===== config.mk =====
export PLATFORM = sky130hd
export DESIGN_NAME = spi_bus_monitor
export DESIGN_NICKNAME = d
export VERILOG_FILES = /design/src/rtl/spimon_pkg.sv /design/src/rtl/spimon_sync.sv /design/src/rtl/spimon_ctrl.sv /design/src/rtl/spimon_datapath.sv /design/src/rtl/spi_bus_monitor.sv
export SDC_FILE = /design/constraint.sdc
export NUM_CORES = 1
export LEC_CHECK = 0
export ABC_AREA = 0
export CORE_UTILIZATION = 45
export DETAILED_ROUTE_END_ITERATION = 8
export PLACE_DENSITY = 0.67
export REMOVE_ABC_BUFFERS = 1
export SYNTH_ARGS = -nofsm -noshare
export SYNTH_HDL_FRONTEND = slang
export SYNTH_HIERARCHICAL = 1
export SYNTH_SLANG_ARGS = --single-unit

===== constraint.sdc =====
create_clock -name clk -period 10.6 [get_ports clk]
set_clock_uncertainty 0.15 [all_clocks]
set_input_delay 1.59 -clock clk [delete_from_list [all_inputs] [get_ports clk]]
set_output_delay 1.59 -clock clk [all_outputs]
set_load 0.005 [all_outputs]

===== src/rtl/spimon_pkg.sv =====
package spimon_pkg;
  // Strobes from the edge/framing control to the word datapath.
  typedef struct packed {
    logic takeBit;    // capture one bit on both lanes this cycle
    logic firstBit;   // the captured bit opens a new word
    logic lastBit;    // the captured bit closes the word
    logic clearWord;  // chip-select edge: drop any partial word
    logic csOff;      // chip select is inactive after this cycle
  } wordCtl_t;
endpackage


===== src/rtl/spimon_sync.sv =====
module spimon_sync #(
  parameter int LINES = 4
) (
  input  logic             clk,
  input  logic             rstN,
  input  logic [LINES-1:0] pinIn,
  output logic [LINES-1:0] lvlNow,
  output logic             settled
);
  logic [LINES-1:0] meta;
  logic [1:0]       warm;

  always_ff @(posedge clk or negedge rstN) begin
    if (!rstN) begin
      meta   <= '0;
      lvlNow <= '0;
      warm   <= '0;
    end else begin
      meta   <= pinIn;
      lvlNow <= meta;
      if (warm != 2'd3) warm <= warm + 2'd1;
    end
  end

  // Edges count only once the chain and the edge register hold real pin data.
  assign settled = (warm == 2'd3);
endmodule


===== src/rtl/spimon_ctrl.sv =====
module spimon_ctrl
  import spimon_pkg::*;
#(
  parameter int MAX_WORD = 32,
  parameter int CNT_W    = 16,
  localparam int WSW     = $clog2(MAX_WORD + 1)
) (
  input  logic           clk,
  input  logic           rstN,
  input  logic           settled,
  input  logic           sck,
  input  logic           cs,
  input  logic           cfgCpol,
  input  logic           cfgCpha,
  input  logic           cfgCsActiveHigh,
  input  logic           cfgLsbFirst,
  input  logic [WSW-1:0] cfgWordSize,
  input  logic           cfgMosiPresent,
  input  logic           cfgMisoPresent,
  input  logic           cfgCsPresent,
  output wordCtl_t       ctl,
  output logic [WSW-1:0] bitPos,
  output logic           csChangeValid,
  output logic           csOldLevel,
  output logic           csNewLevel,
  output logic           xferStart,
  output logic           xferEnd,
  output logic [CNT_W-1:0] xferWordCount
);
  localparam logic [WSW-1:0] MAXW = WSW'(MAX_WORD);

  logic           sckD, csD;
  logic [WSW-1:0] bitCnt, idxEff, effSize;
  logic [CNT_W-1:0] wordsSoFar, wordsNext;
  logic sckRise, sckFall, sampleEdge;
  logic csWasActive, csIsActive, csEdge, csAssertEdge, csReleaseEdge;
  logic takeBit, lastBit;

  always_comb begin
    effSize = ((cfgWordSize == '0) || (cfgWordSize > MAXW)) ? MAXW : cfgWordSize;
    sckRise = settled & sck & ~sckD;
    sckFall = settled & ~sck & sckD;
    // Equal polarity and phase capture on rising edges, unequal on falling.
    sampleEdge = (cfgCpol ^ cfgCpha) ? sckFall : sckRise;
    csWasActive = cfgCsPresent ? (csD == cfgCsActiveHigh) : 1'b1;
    csIsActive  = cfgCsPresent ? (cs  == cfgCsActiveHigh) : 1'b1;
    csEdge        = settled & cfgCsPresent & (cs ^ csD);
    csAssertEdge  = csEdge & csIsActive;
    csReleaseEdge = csEdge & ~csIsActive;
    takeBit = sampleEdge & csWasActive & (cfgMosiPresent | cfgMisoPresent);
    idxEff  = csEdge ? '0 : bitCnt;
    lastBit = takeBit & (idxEff == effSize - WSW'(1));
    bitPos  = cfgLsbFirst ? idxEff : WSW'(effSize - WSW'(1) - idxEff);
    wordsNext = (lastBit && (wordsSoFar != '1)) ? wordsSoFar + CNT_W'(1) : wordsSoFar;

    ctl.takeBit   = takeBit;
    ctl.firstBit  = takeBit & (idxEff == '0);
    ctl.lastBit   = lastBit;
    ctl.clearWord = csEdge;
    ctl.csOff     = ~csIsActive;
  end

  always_ff @(posedge clk or negedge rstN) begin
    if (!rstN) begin
      sckD          <= 1'b0;
      csD           <= 1'b0;
      bitCnt        <= '0;
      wordsSoFar    <= '0;
      csChangeValid <= 1'b0;
      csOldLevel    <= 1'b0;
      csNewLevel    <= 1'b0;
      xferStart     <= 1'b0;
      xferEnd       <= 1'b0;
      xferWordCount <= '0;
    end else begin
      sckD <= sck;
      csD  <= cs;
      if (takeBit)     bitCnt <= lastBit ? '0 : idxEff + WSW'(1);
      else if (csEdge) bitCnt <= '0;

      if (csAssertEdge) wordsSoFar <= '0;
      else              wordsSoFar <= wordsNext;

      csChangeValid <= csEdge;
      xferStart     <= csAssertEdge;
      xferEnd       <= csReleaseEdge;
      if (csEdge) begin
        csOldLevel <= csD;
        csNewLevel <= cs;
      end
      if (csReleaseEdge) xferWordCount <= wordsNext;
    end
  end
endmodule


===== src/rtl/spimon_datapath.sv =====
module spimon_datapath
  import spimon_pkg::*;
#(
  parameter int MAX_WORD = 32,
  parameter int SPAN_W   = 16,
  localparam int WSW     = $clog2(MAX_WORD + 1)
) (
  input  logic                clk,
  input  logic                rstN,
  input  wordCtl_t            ctl,
  input  logic [WSW-1:0]      bitPos,
  input  logic                mosi,
  input  logic                miso,
  input  logic                cfgMosiPresent,
  input  logic                cfgMisoPresent,
  output logic                wordValid,
  output logic [MAX_WORD-1:0] wordMosi,
  output logic [MAX_WORD-1:0] wordMiso,
  output logic                wordMosiPresent,
  output logic                wordMisoPresent,
  output logic                wordWarn,
  output logic [SPAN_W-1:0]   wordSpan
);
  logic [MAX_WORD-1:0] shMosi, shMiso, nextMosi, nextMiso, oneMosi, oneMiso;
  logic [SPAN_W-1:0]   spanCnt, spanInc, spanOut;
  logic                wordOpen, warnHold, warnNow;

  always_comb begin
    oneMosi  = {{(MAX_WORD-1){1'b0}}, mosi & cfgMosiPresent} << bitPos;
    oneMiso  = {{(MAX_WORD-1){1'b0}}, miso & cfgMisoPresent} << bitPos;
    nextMosi = (ctl.firstBit ? '0 : shMosi) | oneMosi;
    nextMiso = (ctl.firstBit ? '0 : shMiso) | oneMiso;
    spanInc  = (spanCnt == '1) ? spanCnt : spanCnt + SPAN_W'(1);
    spanOut  = ctl.firstBit ? SPAN_W'(1) : spanInc;
    warnNow  = ctl.firstBit ? ctl.csOff : warnHold;
  end

  always_ff @(posedge clk or negedge rstN) begin
    if (!rstN) begin
      shMosi <= '0; shMiso <= '0;
      spanCnt <= '0; wordOpen <= 1'b0; warnHold <= 1'b0;
      wordValid <= 1'b0; wordMosi <= '0; wordMiso <= '0;
      wordMosiPresent <= 1'b0; wordMisoPresent <= 1'b0;
      wordWarn <= 1'b0; wordSpan <= '0;
    end else begin
      wordValid <= ctl.lastBit;
      if (ctl.takeBit) begin
        warnHold <= warnNow;
        if (ctl.lastBit) begin
          shMosi <= '0; shMiso <= '0;
          spanCnt <= '0; wordOpen <= 1'b0;
          wordMosi <= nextMosi;
          wordMiso <= nextMiso;
          wordMosiPresent <= cfgMosiPresent;
          wordMisoPresent <= cfgMisoPresent;
          wordWarn <= warnNow;
          wordSpan <= spanOut;
        end else begin
          shMosi <= nextMosi; shMiso <= nextMiso;
          spanCnt <= spanOut; wordOpen <= 1'b1;
        end
      end else if (ctl.clearWord) begin
        shMosi <= '0; shMiso <= '0;
        spanCnt <= '0; wordOpen <= 1'b0;
      end else if (wordOpen) begin
        spanCnt <= spanInc;
      end
    end
  end
endmodule


===== src/rtl/spi_bus_monitor.sv =====
module spi_bus_monitor
  import spimon_pkg::*;
#(
  parameter int MAX_WORD = 32,
  parameter int SPAN_W   = 16,
  parameter int CNT_W    = 16,
  localparam int WSW     = $clog2(MAX_WORD + 1)
) (
  input  logic                clk,
  input  logic                rstN,
  input  logic                sckIn,
  input  logic                mosiIn,
  input  logic                misoIn,
  input  logic                csIn,
  input  logic                cfgCpol,
  input  logic                cfgCpha,
  input  logic                cfgCsActiveHigh,
  input  logic                cfgLsbFirst,
  input  logic [WSW-1:0]      cfgWordSize,
  input  logic                cfgMosiPresent,
  input  logic                cfgMisoPresent,
  input  logic                cfgCsPresent,
  output logic                wordValid,
  output logic [MAX_WORD-1:0] wordMosi,
  output logic [MAX_WORD-1:0] wordMiso,
  output logic                wordMosiPresent,
  output logic                wordMisoPresent,
  output logic                wordWarn,
  output logic [SPAN_W-1:0]   wordSpan,
  output logic                csChangeValid,
  output logic                csOldLevel,
  output logic                csNewLevel,
  output logic                xferStart,
  output logic                xferEnd,
  output logic [CNT_W-1:0]    xferWordCount
);
  logic [3:0]     lvl;
  logic           settled;
  wordCtl_t       ctl;
  logic [WSW-1:0] bitPos;

  spimon_sync #(.LINES(4)) u_sync (
    .clk(clk), .rstN(rstN),
    .pinIn({csIn, misoIn, mosiIn, sckIn}),
    .lvlNow(lvl), .settled(settled)
  );

  spimon_ctrl #(.MAX_WORD(MAX_WORD), .CNT_W(CNT_W)) u_ctrl (
    .clk(clk), .rstN(rstN), .settled(settled),
    .sck(lvl[0]), .cs(lvl[3]),
    .cfgCpol(cfgCpol), .cfgCpha(cfgCpha), .cfgCsActiveHigh(cfgCsActiveHigh),
    .cfgLsbFirst(cfgLsbFirst), .cfgWordSize(cfgWordSize),
    .cfgMosiPresent(cfgMosiPresent), .cfgMisoPresent(cfgMisoPresent),
    .cfgCsPresent(cfgCsPresent),
    .ctl(ctl), .bitPos(bitPos),
    .csChangeValid(csChangeValid), .csOldLevel(csOldLevel), .csNewLevel(csNewLevel),
    .xferStart(xferStart), .xferEnd(xferEnd), .xferWordCount(xferWordCount)
  );

  spimon_datapath #(.MAX_WORD(MAX_WORD), .SPAN_W(SPAN_W)) u_data (
    .clk(clk), .rstN(rstN), .ctl(ctl), .bitPos(bitPos),
    .mosi(lvl[1]), .miso(lvl[2]),
    .cfgMosiPresent(cfgMosiPresent), .cfgMisoPresent(cfgMisoPresent),
    .wordValid(wordValid), .wordMosi(wordMosi), .wordMiso(wordMiso),
    .wordMosiPresent(wordMosiPresent), .wordMisoPresent(wordMisoPresent),
    .wordWarn(wordWarn), .wordSpan(wordSpan)
  );
endmodule


[Word-level counts from Yosys, hierarchy flattened]
Index checks and enable logic that the tools add are counted.
Widths: inputs -> output; s select.
Word-level totals
  bits in registers: 221
  bits of input ports: 19
  output and inout port bits: 105
  word-level logic and storage cells: 97
Operators by class
  add/sub/neg operators: 6
  magnitude comparators: 1
  equality and inequality tests: 7
  shift-type cells: 2
  muxes and demuxes: 27
  bitwise operators: 22
  reductions and logical operators: 7
Operators by type and width (number)
  $mux 32: 7
  $mux 16: 8
  $or 32x32->32: 2
  $shl 1x6->32: 2
  $add 16x1->16 const B: 2
  $mux 6: 5
  $eq 16x16->1 const B: 1
  $ne 16x16->1 const B: 1
  $and 1x1->1: 14
  $logic_not 6->1: 2
  $mux 1: 7
  $add 6x1->6 const B: 1
  $eq 6x6->1: 1
  $gt 6x6->1 const B: 1
  $sub 6x1->6 const B: 1
  $sub 6x6->6: 1
  $not 1->1: 3
  $reduce_bool 3->1: 1
  $add 2x1->2 const B: 1
  $eq 1x1->1: 2
  $eq 2x2->1 const B: 1
  $ne 2x2->1 const B: 1
  $reduce_and 2->1: 1
  $reduce_bool 2->1: 1
  other kinds (4): 5

[Longest topological paths before layout]
  word-level depth: 11
  mapped depth: 19
  gate-level depth less buffers: 16

[Hierarchy]
The synthesis kept the hierarchy.
Modules (own cells, without submodules)
  spimon_datapath: times used 1, cells an instance 692, area an instance 7283.2 µm², seq. area each 4154.0 µm²
  spimon_ctrl: times used 1, cells an instance 260, area an instance 2428.6 µm², seq. area each 1126.1 µm²
  spimon_sync: times used 1, cells an instance 14, area an instance 299.0 µm², seq. area each 250.2 µm²

[Worst setup path after synthesis]
No wires, ideal clock.
  path kind: input -> register
  start point: input port cfgWordSize[5]
  end point: register u_data.wordMosi[28]
  setup time: 0.073 ns
  data arrival time: 4.404 ns
  required time: 10.377 ns
  slack: 5.973 ns
  stages: 15
  buffers on the path: 1
  path through: inv_1 -> nand2_1 -> ha_1 -> inv_1 -> ha_1 -> a21o_1 -> a21oi_1 -> o21bai_1 -> a211oi_1 -> xnor2_1 -> nand3b_1 -> nor3b_1 -> clkbuf_1 -> a221oi_1 -> nor2_1
Between the ends
  cells in the longest elaborated chain, start to end: 8
  elaborated cells between the ends (all ways): 12
  those cells by class: add/sub (2); order compare (1); eq/ne (1); shift (1); mux (2); bitwise (2); reduce/logical (3)
RTL lines
  start: declaration: RTL line spi_bus_monitor.sv:19  | input logic [WSW-1:0] cfgWordSize,
  $gt 6x6->1 or $logic_not 6->1 (tied branches): RTL line spimon_ctrl.sv:40  | effSize = ((cfgWordSize == '0) || (cfgWordSize > MAXW)) ? MAXW : cfgWordSize;
  $logic_or 1x1->1: RTL line spimon_ctrl.sv:40
  $mux 6 *: RTL line spimon_ctrl.sv:40
  $sub 6x1->6 *: RTL line spimon_ctrl.sv:53  | bitPos = cfgLsbFirst ? idxEff : WSW'(effSize - WSW'(1) - idxEff);
  $sub 6x6->6 *: RTL line spimon_ctrl.sv:53
  $mux 6 *: RTL line spimon_ctrl.sv:53
  net bitPos[5]: RTL line spi_bus_monitor.sv:40  | logic [WSW-1:0] bitPos;
  $shl 1x6->32 *: RTL line spimon_datapath.sv:29  | oneMosi = {{(MAX_WORD-1){1'b0}}, mosi & cfgMosiPresent} << bitPos;
  $or 32x32->32 *: RTL line spimon_datapath.sv:31  | nextMosi = (ctl.firstBit ? '0 : shMosi) | oneMosi;
  end signal: assignment: RTL line spimon_datapath.sv:52  | wordMosi <= nextMosi;
  end: declaration: RTL line spimon_datapath.sv:17  | output logic [MAX_WORD-1:0] wordMosi,
Mark *: on every way through the listed nets, which the timed path passes. The rest lies on a longest branch.
A chain may end at the register's enable or synchronous reset.

==> results.txt <==
run status -> finished clean
worst IR drop on VDD -> 0.000126 V
overflow left after global routing -> 0
clock input transition at the sequential cells of the worst setup and hold paths -> 60 ps
proportion of synthesized flip-flops having asynchronous set or reset -> 100%
Routed Antenna Nets -> 0
number of optimization iterations in the first detailed-route pass -> 5
Detailed Place HPWL -> 15,100 um
number of setup buffers added after CTS -> 0
area fraction of the dominant cell type after synthesis -> 55.2%
Clock Tree Root -> sky130_fd_sc_hd__clkbuf_16
measured slew at the worst slew-check pin -> 1320 ps
# rows -> 54
source-to-sink clock delay at the later pin of the worst-skew pair -> 520 ps
time the final worst path needs with I/O delays and setup -> 6370 ps
final setup violation count -> 0
Syn. warnings -> 6
die height -> 151 um
number of nets in the finished design -> 1,081
cell taking the most area after synthesis -> sky130_fd_sc_hd__dfrtp_1
total of flip-flops plus latches after synthesis -> 221
post-route DRC violation count -> 0
routed vias -> 7,722
CP startpoint kind -> input port
net switching component of the power -> 0.000500 W
relative contribution of combinational cells to total power -> 9.9%
Crit. End Element -> register
Data required, critical path -> 10,850 ps
routed len/inst -> 17.8 um
highest routing layer actually used -> met4
routed length on met2 -> 11,000 um
Power Density -> 168 nW/um2
unrepaired setup endpoints after global routing -> no
vias in the first global route -> 7,598
Post-Syn Area -> 10,000 um2
clock tree from TritonCTS -> built
Die Outline Area -> 22,800 um2
reported leakage power -> 5.51 nW
portion of the clock cycle consumed by the worst path in the final layout -> 60.1%
synth top area cells -> sky130_fd_sc_hd__dfrtp_1 55%, sky130_fd_sc_hd__nor2_1 6.3%, sky130_fd_sc_hd__a221oi_1 5.6%
global-route usage over all layers -> 21.6%
antenna violations before repair -> 0
M1 wire length -> 11,000 um
starting density of the core -> 45.9%
first-pass GRT wire length -> 39,300 um
final wirelength -> 23,900 um
category of the most critical setup path -> in2reg
number of distinct library cells after synthesis -> 67
mean post-synth cell area -> 10.4 um2
fraction of layout cells with a size suffix above 1 -> 8.53%
fraction of power consumed by sequential logic -> 43.0%
port bufs -> 123
placer congestion estimate -> 0.843
Max Slew Vio Count -> 0
Area Growth Syn to Fin -> 23.1%
number of enable-type register cells in the synthesized netlist -> 0
H-tree levels -> 1
critical path arrival -> 6610 ps
number of vias per cell after detailed routing -> 5.73
CTS Sinks -> 221
most used flip-flop cell after synthesis -> sky130_fd_sc_hd__dfrtp_1
Longest Clk Path Bufs -> 3
Max-Slew Margin vs Limit -> 11.5%
hold buffers post-CTS -> 0
worst min path class -> reg2reg
aggregate negative setup slack -> 0 ps
maximum achievable frequency -> 157 MHz
max-capacitance violation count -> 0
Max Fanout on Critical Path -> 64
Boundary Pins -> 124
final core utilization -> 56.4%
portion of the post-synthesis area used by sequential elements -> 55.2%
post-cts sizing count -> 0
largest net degree at the start of global routing -> 105
routed length on met3 -> 1570 um
internal power contribution -> 0.00157 W
initial drt markers -> 586
Die Wd -> 151 um
share of power burned in the clock network -> 47.2%
Floorplan Core Area -> 21,800 um2
number of antenna diodes -> 0
hold violation total from the final report -> 0
switching power as a share of total power -> 24.2%
TritonCTS Buffers -> 24
Syn Inst Count -> 966
Yosys cell counts (17+ instances only):
| cell | instances |
|---|---|
| sky130_fd_sc_hd__o21ai_0 | 36 |
| sky130_fd_sc_hd__nand3_1 | 21 |
| sky130_fd_sc_hd__nand2_1 | 67 |
| sky130_fd_sc_hd__nor2_1 | 169 |
| sky130_fd_sc_hd__xnor2_1 | 17 |
| sky130_fd_sc_hd__clkbuf_1 | 46 |
| sky130_fd_sc_hd__a221oi_1 | 64 |
| sky130_fd_sc_hd__a22o_1 | 64 |
| sky130_fd_sc_hd__buf_2 | 18 |
| sky130_fd_sc_hd__dfrtp_1 | 221 |
| sky130_fd_sc_hd__nor3_1 | 26 |
| sky130_fd_sc_hd__a21oi_1 | 18 |
path summary, 6_finish.rpt:
kind / startpoint / to / slack (ps) / depth (start not counted)
max: cfgCsPresent / u_data/shMiso[3] / 4230 / 13
min: u_sync/meta[3] / u_sync/lvlNow[3] / 200 / 0
max reg2reg: u_ctrl/csD / u_data/shMiso[3] / 5210 / 13
min reg2reg: u_sync/meta[3] / u_sync/lvlNow[3] / 200 / 0
max in group asynchronous: rstN / u_data/wordSpan[14] / 7990 / 2
min in group asynchronous: rstN / u_data/wordMosi[11] / 930 / 1
flip-flops by register name, indices dropped and copies added (netlist names), 2 cells and up:
name and cells:
u_sync/warm 2, u_data/shMiso 32, u_data/shMosi 32, u_ctrl/wordsSoFar 16, u_sync/lvlNow 4, u_data/spanCnt 16, u_sync/meta 4, u_data/wordSpan 16
u_data/wordMosi 32, u_ctrl/xferWordCount 16, u_data/wordMiso 32, u_ctrl/bitCnt 6
critical path, stage by stage:
cell                              delay, ps
sky130_fd_sc_hd__clkdlybuf4s50_1        540
sky130_fd_sc_hd__nand3_1                330
sky130_fd_sc_hd__nand2_1                250
sky130_fd_sc_hd__inv_1                  140
sky130_fd_sc_hd__ha_1                   320
sky130_fd_sc_hd__nand3_1                 70
sky130_fd_sc_hd__nor2_1                 240
sky130_fd_sc_hd__nand4_4                210
sky130_fd_sc_hd__inv_2                  290
sky130_fd_sc_hd__nor2b_1                200
sky130_fd_sc_hd__a21boi_1               910
sky130_fd_sc_hd__nand2_2                970
sky130_fd_sc_hd__a22o_1                 520
power groups by stage:
stage	Clock, W	Sequential, W	Combinational, W
floorplan	0	0.000899	0.000115
global placement	0	0.000903	0.000202
detailed placement	0	0.000903	0.000204
CTS	0.000995	0.000889	0.000205
global route	0.00103	0.000891	0.000227
finish	0.000976	0.000889	0.000205
through the flow:
stage          hold WS [ps]  total power [W]  worst slack, ps  area (um2)  instances
2_1_floorplan           181          0.00101             4120        9650        887
3_3_place_gp            184          0.00111             3870       11400       1303
3_5_place_dp            186          0.00111             3830       11400       1303
4_1_cts                 200          0.00209             4350       12300       1347
5_1_grt                 210          0.00215             3850       12300       1347
6_report                198          0.00207             4230       12300       1347
placed cells by master, fill, tap and decap left out, types with 5 or more instances in the layout:
| cell type | n |
|---|---|
| sky130_fd_sc_hd__bufinv_16 | 6 |
| sky130_fd_sc_hd__nor2_1 | 169 |
| sky130_fd_sc_hd__xor2_1 | 12 |
| sky130_fd_sc_hd__clkbuf_8 | 9 |
| sky130_fd_sc_hd__and2_1 | 10 |
| sky130_fd_sc_hd__nor3b_2 | 7 |
| sky130_fd_sc_hd__buf_4 | 13 |
| sky130_fd_sc_hd__nand3_1 | 21 |
| sky130_fd_sc_hd__nor3_1 | 24 |
| sky130_fd_sc_hd__nor4_1 | 6 |
| sky130_fd_sc_hd__a31oi_1 | 10 |
| sky130_fd_sc_hd__and3_1 | 6 |
| sky130_fd_sc_hd__inv_1 | 16 |
| sky130_fd_sc_hd__a221oi_1 | 64 |
| sky130_fd_sc_hd__a22o_1 | 64 |
| sky130_fd_sc_hd__nand2_1 | 65 |
| sky130_fd_sc_hd__and4_1 | 6 |
| sky130_fd_sc_hd__o21ai_1 | 9 |
| sky130_fd_sc_hd__ha_1 | 12 |
| sky130_fd_sc_hd__a21o_1 | 5 |
| sky130_fd_sc_hd__a21oi_1 | 18 |
| sky130_fd_sc_hd__o21ai_0 | 36 |
| sky130_fd_sc_hd__nand4_1 | 15 |
| sky130_fd_sc_hd__dfrtp_1 | 221 |
| sky130_fd_sc_hd__clkbuf_16 | 25 |
| sky130_fd_sc_hd__clkdlybuf4s50_1 | 122 |
| sky130_fd_sc_hd__xnor2_1 | 17 |
kinds of logic (layout without fill, tap and decap cells):
group / Yosys count / after routing / synth area share (%)
AO/OA/AOI/OAI: 235 / 235 / 17.9
XOR/XNOR: 29 / 29 / 2.54
adder cells (fa/ha/maj): 13 / 13 / 1.70
buffers and inverters: 98 / 199 / 4.36
flip-flops: 221 / 221 / 55.2
multiplexers: 10 / 10 / 1.14
AND/OR/NAND/NOR: 360 / 360 / 17.1
final cells by class:
type / count / area [um2]
clock buffer: 35 / 753
clock inverter: 9 / 195
fill: 1885 / 9500
inverter: 19 / 76.3
multi-input combinational: 647 / 4080
sequential: 221 / 5530
tap: 280 / 350
timing repair buffer: 136 / 1330
metal layers:
layer  vias up  global-route usage, %
li1       3654                      -
met1      3813                   31.0
met2       228                   33.8
met3        27                   4.31
met4         0                   5.05
met5         -                      0
No activity file was read; power rests on OpenSTA's default activity.
